--- config.mk ---
export PLATFORM = sky130hd
export DESIGN_NAME = cla_adder32
export DESIGN_NICKNAME = d
export VERILOG_FILES = /design/src/rtl/cla_pkg.sv /design/src/rtl/cla_lookahead.sv /design/src/rtl/cla_group.sv /design/src/rtl/cla_adder32.sv
export SDC_FILE = /design/constraint.sdc
export NUM_CORES = 1
export LEC_CHECK = 0
export BUFFER_PORTS_ARGS = -buffer_cell sky130_fd_sc_hd__buf_2
export CORE_ASPECT_RATIO = 2
export CORE_MARGIN = 2
export CORE_UTILIZATION = 44
export DETAILED_ROUTE_END_ITERATION = 12
export PLACE_DENSITY = 0.92
export SLEW_MARGIN = 10
export SYNTH_ARGS = -nofsm -noshare
export SYNTH_HDL_FRONTEND = slang
export SYNTH_SLANG_ARGS = --single-unit
--- constraint.sdc ---
create_clock -name vclk -period 3.52
set_clock_uncertainty 0.1 [all_clocks]
set_input_delay 0.176 -clock vclk [all_inputs]
set_output_delay 0.176 -clock vclk [all_outputs]
set_load 0.03 [all_outputs]
--- src/rtl/cla_pkg.sv ---
package cla_pkg;
  localparam int unsigned WORD_W = 32;
  localparam int unsigned GRP_W  = 8;
  localparam int unsigned NUM_GRP = WORD_W / GRP_W;

  typedef logic [WORD_W-1:0] word_t;
  typedef logic [GRP_W-1:0]  grp_t;
endpackage

--- src/rtl/cla_lookahead.sv ---
// Flat sum-of-products lookahead over N generate/propagate pairs.
module cla_lookahead #(
  parameter int unsigned N = 8
) (
  input  logic [N-1:0] g_i,
  input  logic [N-1:0] p_i,
  input  logic         c_i,
  output logic [N:0]   carry_o,
  output logic         grp_g_o,
  output logic         grp_p_o
);

  always_comb begin
    carry_o[0] = c_i;
    for (int k = 0; k < N; k++) begin
      logic acc;
      logic run;
      acc = 1'b0;
      run = 1'b1;
      for (int m = k; m >= 0; m--) begin
        acc = acc | (run & g_i[m]);
        run = run & p_i[m];
      end
      carry_o[k+1] = acc | (run & c_i);
    end
  end

  always_comb begin
    logic acc;
    logic run;
    acc = 1'b0;
    run = 1'b1;
    for (int m = N - 1; m >= 0; m--) begin
      acc = acc | (run & g_i[m]);
      run = run & p_i[m];
    end
    grp_g_o = acc;
    grp_p_o = run;
  end

  always_comb begin
    for (int k = 0; k < N; k++) begin

      carry_rec_chk: assert (carry_o[k+1] == (g_i[k] | (p_i[k] & carry_o[k])));
    end

    grp_carry_chk: assert (carry_o[N] == (grp_g_o | (grp_p_o & c_i)));
  end

endmodule

--- src/rtl/cla_group.sv ---
// One group: bit terms, internal lookahead, sum.
module cla_group #(
  parameter int unsigned W = 8
) (
  input  logic [W-1:0] x_i,
  input  logic [W-1:0] y_i,
  input  logic         c_i,
  output logic [W-1:0] sum_o,
  output logic         c_o,
  output logic         grp_g_o,
  output logic         grp_p_o
);

  logic [W-1:0] g;
  logic [W-1:0] p;
  logic [W:0]   carry;

  assign g = x_i & y_i;
  assign p = x_i ^ y_i;

  cla_lookahead #(.N(W)) u_la (
    .g_i     (g),
    .p_i     (p),
    .c_i     (c_i),
    .carry_o (carry),
    .grp_g_o (grp_g_o),
    .grp_p_o (grp_p_o)
  );

  assign sum_o = p ^ carry[W-1:0];
  assign c_o   = carry[W];

  always_comb begin

    grp_pg_excl_chk: assert (!(grp_p_o && grp_g_o));

    grp_full_prop_chk: assert (!grp_p_o || (sum_o == {W{~c_i}}));
  end

endmodule

--- src/rtl/cla_adder32.sv ---
module cla_adder32
  import cla_pkg::*;
#(
  parameter bit USE_L2 = 1'b1
) (
  input  logic [WORD_W-1:0] x_i,
  input  logic [WORD_W-1:0] y_i,
  input  logic              c_i,
  output logic [WORD_W-1:0] sum_o,
  output logic              c_o
);

  logic [NUM_GRP:0]   gc;
  logic [NUM_GRP-1:0] grp_g;
  logic [NUM_GRP-1:0] grp_p;
  logic [NUM_GRP-1:0] grp_co;

  assign gc[0] = c_i;

  for (genvar j = 0; j < NUM_GRP; j++) begin : g_grp
    cla_group #(.W(GRP_W)) u_grp (
      .x_i     (x_i[j*GRP_W +: GRP_W]),
      .y_i     (y_i[j*GRP_W +: GRP_W]),
      .c_i     (gc[j]),
      .sum_o   (sum_o[j*GRP_W +: GRP_W]),
      .c_o     (grp_co[j]),
      .grp_g_o (grp_g[j]),
      .grp_p_o (grp_p[j])
    );
  end

  if (USE_L2) begin : g_l2
    logic l2_g;
    logic l2_p;
    logic [NUM_GRP:0] l2_carry;

    cla_lookahead #(.N(NUM_GRP)) u_l2 (
      .g_i     (grp_g),
      .p_i     (grp_p),
      .c_i     (c_i),
      .carry_o (l2_carry),
      .grp_g_o (l2_g),
      .grp_p_o (l2_p)
    );

    assign gc[NUM_GRP:1] = l2_carry[NUM_GRP:1];

    always_comb begin
      for (int j = 0; j < NUM_GRP; j++) begin

        l2_vs_grp_chk: assert (l2_carry[j+1] == grp_co[j]);
      end

      l2_top_chk: assert (l2_carry[NUM_GRP] == (l2_g | (l2_p & c_i)));
    end
  end else begin : g_chain
    assign gc[NUM_GRP:1] = grp_co;
  end

  assign c_o = gc[NUM_GRP];

  always_comb begin

    full_sum_chk: assert ({c_o, sum_o} == ({1'b0, x_i} + {1'b0, y_i} + {{WORD_W{1'b0}}, c_i}));
  end

endmodule

==> results, run 1 <==
- The flow ran to the end, and the final reports show no timing, DRC or antenna violations.
- The number of global-route vias before repair is 1635.
- The footprint of the flip-flops and latches is 0 sq um.
- In this run the remaining antenna-violating nets after routing total 0.
- Post-CTS timing repair inserted 0 buffers for setup.
- Once the floorplan was initialized, standard cells occupied 44.95% of the core.
- When the netlist entered floorplanning its net count stood at 274.
- The simple logic cell fraction of the synthesized area is 13.29%.
- By count the netlist is led by sky130_fd_sc_hd__ha_1 (32), sky130_fd_sc_hd__inv_1 (17), sky130_fd_sc_hd__a21oi_1 (13), sky130_fd_sc_hd__xnor2_1 (13).
- During placement, the flow inserted port buffers numbering 98.
- The worst-path maximum fanout is 4.
- The endpoint kind of the worst setup timing path is an output port.
- Power spread over the standard cell area amounts to 279.0 nW/um^2.
- For this design the static power due to leakage is 1.097 nW.
- Dividing the detail-routed wire length by the instance count gives 12.68 um.
- The remaining global-route overflow is 0.
- Setup repair after global routing left no endpoint under its margin.
- The tool flagged a number of max-cap violations equal to 0.
- The first TritonRoute pass finished after 4 iterations.
- The cell area after placement is 1932 sq um.
- The total of hold buffers inserted after clock tree synthesis is 0.
- The wire length reported by the detailed router is 3829 um.
- By area, the combinational part of the netlist is dominated by adder cells.
- The die covers 3683 sq um.
- Summing the areas of all compound-gate instances in the mapped netlist gives 33.54% of the synthesized area.
- The worst setup path is launched from an input port.
- Power comes to 0.5390 mW.
- The portion of total power attributed to sequential cells is 0%.
- The number of top-level pins is 98.
- The fraction of the mapped netlist area in adder cells is 34.26%.
- The utilization after layout is 61.91%.
- The first element of the critical path is x_i[0].
- Combinational logic burns 100.0% of the power.
- The first routing iteration left 15 violations.
- Headroom to the max-slew limit came out at 69.54%.
- The congestion estimate from routability-driven global placement came to 0.7844.
- The critical path in this run is classified as input port to output port.
- The final critical delay including setup and external delays is 3.261 ns.
- sky130_fd_sc_hd__ha_1 takes more of the synthesized area than any other cell.
- With fillers left out, the area of the finished cells amounts to 1932 sq um.
- The layout clock buffer count is 0.
- The path type of the worst min-delay path is input port to output port.
- In the routed layout, each cell is associated on average with a via count of 5.483.
- The part of the cycle the worst path needs is 92.64%.
- The worst endpoint data arrival time is 2.98 ns.
- The post-layout instance count excluding filler cells is 302.
- The cell count after synthesis is 173.
- Final hold analysis gives a worst-case slack of 0.6915 ns.
- The layout cell share with drive strength beyond 1 is 41.70%.
- Prior to clock tree synthesis, the placed netlist has a worst setup slack of 0.2638 ns.
- Setup violations remaining at the end of the flow were counted as 0.
- Cell internal power was estimated by the tool at 0.1957 mW.
- The height of the die is 83.85 um.
- The worst hold path stage count is 3.
- The number of antenna violations at the first check in global routing is 0.
- In the detailed route, the total length drawn on met2 is 2272 um.
- Entering global routing, the biggest net connects 9 pins.
- The routed length on met1 is 1296 um.
- The count of unresolved DRC violations after routing is 0.
- In this run the cell area of the synthesized design comes to 1403 sq um.
- Yosys printed 0 warnings.
- The die is 43.93 um wide.
- The share of synthesized area occupied by flip-flops and latches is 0%.
- The post-layout worst setup margin is 0.2592 ns.
- The total global-route track usage is 20.04%.
- The cell with the most instances after synthesis is sky130_fd_sc_hd__ha_1.
- After floorplanning, the core was sized to cover 3120 sq um.
- The first global-routing pass estimated 6113 um of wire.
- The synthesis-to-layout area growth is 37.73%.
- The antenna cell count is 0.
- For this design the total switching power over the nets is 0.3433 mW.
- The top routing layer in use is met4.
- The count of endpoints failing hold in the final timing report is 0.
- The detailed-routed wire length on met3 is 210 um.
- Sequential cells placed in the final layout were counted as 0.
- Across the VDD grid, the largest voltage drop is 161.0 uV.
- Detailed routing inserted a total of 1656 vias.
- The number of max-slew violations in the final report is 0.
- Of the total power, the clock network draws 0%.
- Yosys attributes the largest share of cell area to sky130_fd_sc_hd__ha_1 (29%), sky130_fd_sc_hd__xnor2_1 (8.1%), sky130_fd_sc_hd__xor2_1 (6.2%).
- Dividing the synthesized area by the synthesized cell count gives 8.107 sq um.
- In this run, placement finished with an instance count of 302.
- Multiplexer cells account for 0% of the synthesized area.
- The sum of negative setup slack is 0 ns.
- The post-synthesis xor/xnor area fraction is 14.36%.
- The maximum achievable frequency is 306.7 MHz.
- The start point of the worst min-delay path is y_i[8].
- For this run, the post-layout net count is 374.
- Summed over all nets, the half-perimeter wirelength after detailed placement is 3544 um.
- In this run the biggest area consumer among cell types represents 28.55% of the synthesized area.
- The floorplan has 29 rows.
- Post-CTS repair changed the size of 0 cells.
- For the pin with the worst max-slew slack, the measured transition is 0.4521 ns.
- The number of different library cells used by synthesis comes to 40.
- The fraction of power spent switching nets is 63.69%.
- The path with the worst hold slack has its endpoint at sum_o[8].
- The required arrival time at the worst endpoint is 3.24 ns.
## layer usage
layer	vias up	track usage, %
met5	-	0
met4	0	1.653
met3	6	1.299
met2	61	44.65
met1	749	17.59
li1	840	-
## critical path, stage by stage
cell and delay [ns]:
sky130_fd_sc_hd__buf_2 0.10, sky130_fd_sc_hd__ha_1 0.31, sky130_fd_sc_hd__a211o_1 0.34, sky130_fd_sc_hd__a21oi_2 0.23, sky130_fd_sc_hd__o32ai_2 0.13, sky130_fd_sc_hd__or2_1 0.25
sky130_fd_sc_hd__a311oi_1 0.37, sky130_fd_sc_hd__o21bai_1 0.17, sky130_fd_sc_hd__a21oi_1 0.21, sky130_fd_sc_hd__fa_1 0.44, sky130_fd_sc_hd__inv_1 0.07, sky130_fd_sc_hd__buf_2 0.19
## cell type report
| class | count | area, sq um |
|---|---|---|
| Multi-Input combinational cell | 156 | 1339 |
| Fill cell | 290 | 1189 |
| Timing Repair Buffer | 98 | 490.5 |
| Inverter | 17 | 63.81 |
| Tap cell | 31 | 38.79 |
## logic make-up (layout without fill, tap and decap cells)
logic type	after synthesis	count (layout)
compound gates	60	60
simple gates	37	37
xor+xnor	23	23
buf+inv	17	115
fa+ha+maj	36	36
## placed cells by master, fill, tap and decap left out, types with 2 or more instances in the layout
| cell type | Yosys | layout |
|---|---|---|
| sky130_fd_sc_hd__a211o_1 | 3 | 3 |
| sky130_fd_sc_hd__a21o_1 | 9 | 9 |
| sky130_fd_sc_hd__a21oi_1 | 13 | 13 |
| sky130_fd_sc_hd__a21oi_2 | 4 | 4 |
| sky130_fd_sc_hd__a2bb2oi_1 | 2 | 2 |
| sky130_fd_sc_hd__a311oi_1 | 2 | 2 |
| sky130_fd_sc_hd__buf_2 | 0 | 98 |
| sky130_fd_sc_hd__fa_1 | 4 | 4 |
| sky130_fd_sc_hd__ha_1 | 32 | 32 |
| sky130_fd_sc_hd__inv_1 | 17 | 17 |
| sky130_fd_sc_hd__nand2_1 | 10 | 10 |
| sky130_fd_sc_hd__nand2b_1 | 2 | 2 |
| sky130_fd_sc_hd__nand3_1 | 3 | 3 |
| sky130_fd_sc_hd__nand4_1 | 4 | 4 |
| sky130_fd_sc_hd__nor2_1 | 9 | 9 |
| sky130_fd_sc_hd__o21a_1 | 3 | 3 |
| sky130_fd_sc_hd__o21ai_0 | 6 | 6 |
| sky130_fd_sc_hd__o21ai_2 | 2 | 2 |
| sky130_fd_sc_hd__o21bai_1 | 4 | 4 |
| sky130_fd_sc_hd__or3_1 | 2 | 2 |
| sky130_fd_sc_hd__xnor2_1 | 13 | 13 |
| sky130_fd_sc_hd__xor2_1 | 10 | 10 |
## power groups by stage
stage / Sequential (mW) / Combinational [mW] / Clock [mW]
6_report: 0 / 0.539 / 0
5_1_grt: 0 / 0.581 / 0
4_1_cts: 0 / 0.542 / 0
3_5_place_dp: 0 / 0.540 / 0
3_3_place_gp: 0 / 0.529 / 0
2_1_floorplan: 0 / 0.389 / 0
## worst max-delay path by stage
stage	end	cells past startpoint	slack (ns)
finish	sum_o[24]	12	0.26
global route	sum_o[24]	12	0.05
detailed placement	sum_o[24]	12	0.26
floorplan	sum_o[25]	10	0.46
global placement	sum_o[24]	12	0.30
CTS	sum_o[24]	12	0.25
Power figures use the tool's default switching activity.
==> inputs of run 2 (changes only) <==
BUFFER_PORTS_ARGS = not set   (was -buffer_cell sky130_fd_sc_hd__buf_2)
CORE_ASPECT_RATIO = not set   (was 2)
CORE_UTILIZATION = 55   (was 44)
DONT_BUFFER_PORTS = 1   (was not set)
PLACE_DENSITY = 0.77   (was 0.92)
REMOVE_ABC_BUFFERS = 1   (was not set)
==> results, run 2 (same netlist as run 1, synthesis figures left out) <==
- Global routing consumed, over all layers together, 18.50% of the routing resources.
- The count of cells resized by post-cts repair is 0.
- Measured along the x axis, the die boundary spans 54.50 um.
- The via density per instance is 6.275.
- The floorplan core area is 2455 sq um.
- The count of unresolved DRC violations after routing is 0.
- The post-route netlist has 10.73% of its cells at a drive strength greater than 1.
- Data on the critical path is required at its endpoint by 3.24 ns.
- The iteration count of the initial detailed-routing pass is 4.
- The starting DRC count in detailed routing is 10.
- The total of buffers placed on input and output ports is 0.
- The detailed router placed 1299 vias in this run.
- The clock buffers instantiated in the layout total 0.
- The number of antenna diodes in the final layout is 0.
- In this run the static leakage power is 0.7314 nW.
- The endpoint kind of the worst setup timing path is an output port.
- The post-route antenna net violation count is 0.
- The most common cell after layout, fill and taps aside is sky130_fd_sc_hd__ha_1.
- The number of hold buffers added after CTS was 0.
- The initial utilization of the core area, before any placement, comes to 57.14%.
- The post-layout net count is 280.
- Entering global routing, the biggest net connects 9 pins.
- The multi-input combinational cells in the finished layout cover a total of 1339 sq um.
- The die covers 2970 sq um.
- The global-route wire length before repair is 4298 um.
- Leaving out filler cells and counting taps, the final layout contains 207.
- The utilization after layout is 59.89%.
- The number of top-level pins is 98.
- The initialized floorplan defines 18 standard-cell rows.
- The sequential cell count is 0.
- Max-cap violations in this run came to 0.
- The start point of the worst min-delay path is c_i.
- Measured along the y axis, the die boundary spans 54.50 um.
- The worst setup timing slack at the placement stage is 0.3836 ns.
- The worst endpoint data arrival time is 2.89 ns.
- Setup violations remaining at the end of the flow were counted as 0.
- The synthesis-to-layout area growth is 4.817%.
- The footprint of the flip-flops and latches is 0 sq um.
- The count of endpoints failing hold in the final timing report is 0.
- The critical path class is input port to output port.
- The maximum achievable frequency is 316.0 MHz.
- The sum of negative setup slack is 0 ns.
- The kind of start point of the critical path is an input port.
- The relative slew slack is 51.09%.
- Setup repair after global routing left no endpoint under its margin.
- The slew at the pin with the worst max-slew slack is 0.7308 ns.
- The min-delay analysis places its worst path in the category input port to output port.
- The run finished with clean final reports.
- After detailed placement, the design holds a cell count of 207.
- The final layout contains routed wiring with a total length of 3145 um.
- The hold-critical path endpoint is sum_o[0].
- The global placement routability congestion is 0.7559.
- The worst-case IR drop observed on VDD is 195.4 uV.
- The average detailed-routed wire length per instance is 15.19 um.
- The number of global-route vias before repair was 1116.
- The half-perimeter wire length after placement is 2924 um.
- Counting instances, the worst hold path has a depth of 3.
- The number of max-slew violations in the final report was 0.
- The ratio of total power to cell area is 302.4 nW/um^2.
- In the post-route analysis, the smallest setup slack over all paths is 0.3559 ns.
- For this run the aggregate overflow at the end of global routing stands at 0.
- The worst path uses 89.89% of the clock period.
- In the layout the commonest cells are sky130_fd_sc_hd__ha_1 (32), sky130_fd_sc_hd__inv_1 (17), sky130_fd_sc_hd__a21oi_1 (13), sky130_fd_sc_hd__xnor2_1 (13).
- The final critical delay including setup and external delays is 3.164 ns.
- Along the worst path, the maximum fanout reaches 4.
- The number of fillers in the final layout is 233.
- The number of antenna violations at the first check in global routing is 0.
- Post-CTS timing repair inserted 0 buffers for setup.
-- run 2: routing by layer --
| layer | global-route usage [%] | part of all wire [%] | vias up | wire (um) |
|---|---|---|---|---|
| met3 | 0.8197 | 5.8 | 0 | 181 |
| met2 | 38.76 | 54 | 54 | 1703 |
| li1 | - | - | 652 | - |
| met1 | 21.27 | 40 | 593 | 1260 |
| met5 | 0 | 0 | - | 0 |
| met4 | 0 | 0 | 0 | 0 |
-- run 2: critical path, cell delays in order --
cell and delay (ns):
sky130_fd_sc_hd__ha_1 0.29, sky130_fd_sc_hd__a211o_1 0.33, sky130_fd_sc_hd__a21oi_2 0.24, sky130_fd_sc_hd__o32ai_2 0.13
sky130_fd_sc_hd__or2_1 0.26, sky130_fd_sc_hd__a311oi_1 0.42, sky130_fd_sc_hd__o21bai_1 0.17, sky130_fd_sc_hd__a21oi_1 0.21
sky130_fd_sc_hd__fa_1 0.44, sky130_fd_sc_hd__inv_1 0.22
-- run 2: final cells by class --
| class | count | area share [%] |
|---|---|---|
| timing repair buffer | 4 | 2.043 |
| tap | 30 | 2.553 |
| inverter | 17 | 4.340 |
| multi-input combinational | 156 | 91.06 |
-- run 2: metrics by stage --
stage               total power, mW  hold slack (ns)  cell area, sq um
global placement             0.4343           0.5708              1470
CTS                          0.4468           0.5861              1470
finish                       0.4446           0.5809              1470
floorplan                    0.3886           0.5639              1403
detailed placement           0.4450           0.5861              1470
global route                 0.4785           0.6109              1470
-- run 2: how the worst max path moves through the flow --
stage	from	to	depth (start not counted)
after global placement	x_i[6]	sum_o[24]	10
after global routing	x_i[5]	sum_o[24]	10
final	x_i[0]	sum_o[24]	10
after floorplan	x_i[11]	sum_o[25]	10
after detailed placement	x_i[5]	sum_o[24]	10
after CTS	x_i[5]	sum_o[24]	10
-- run 2: power breakdown --
part	internal (mW)	switching, mW	leakage [nW]	total, mW
registers	0	0	0	0
clock network	0	0	0	0
logic	0.131	0.313	0.731	0.445
total	0.131	0.313	0.731	0.445
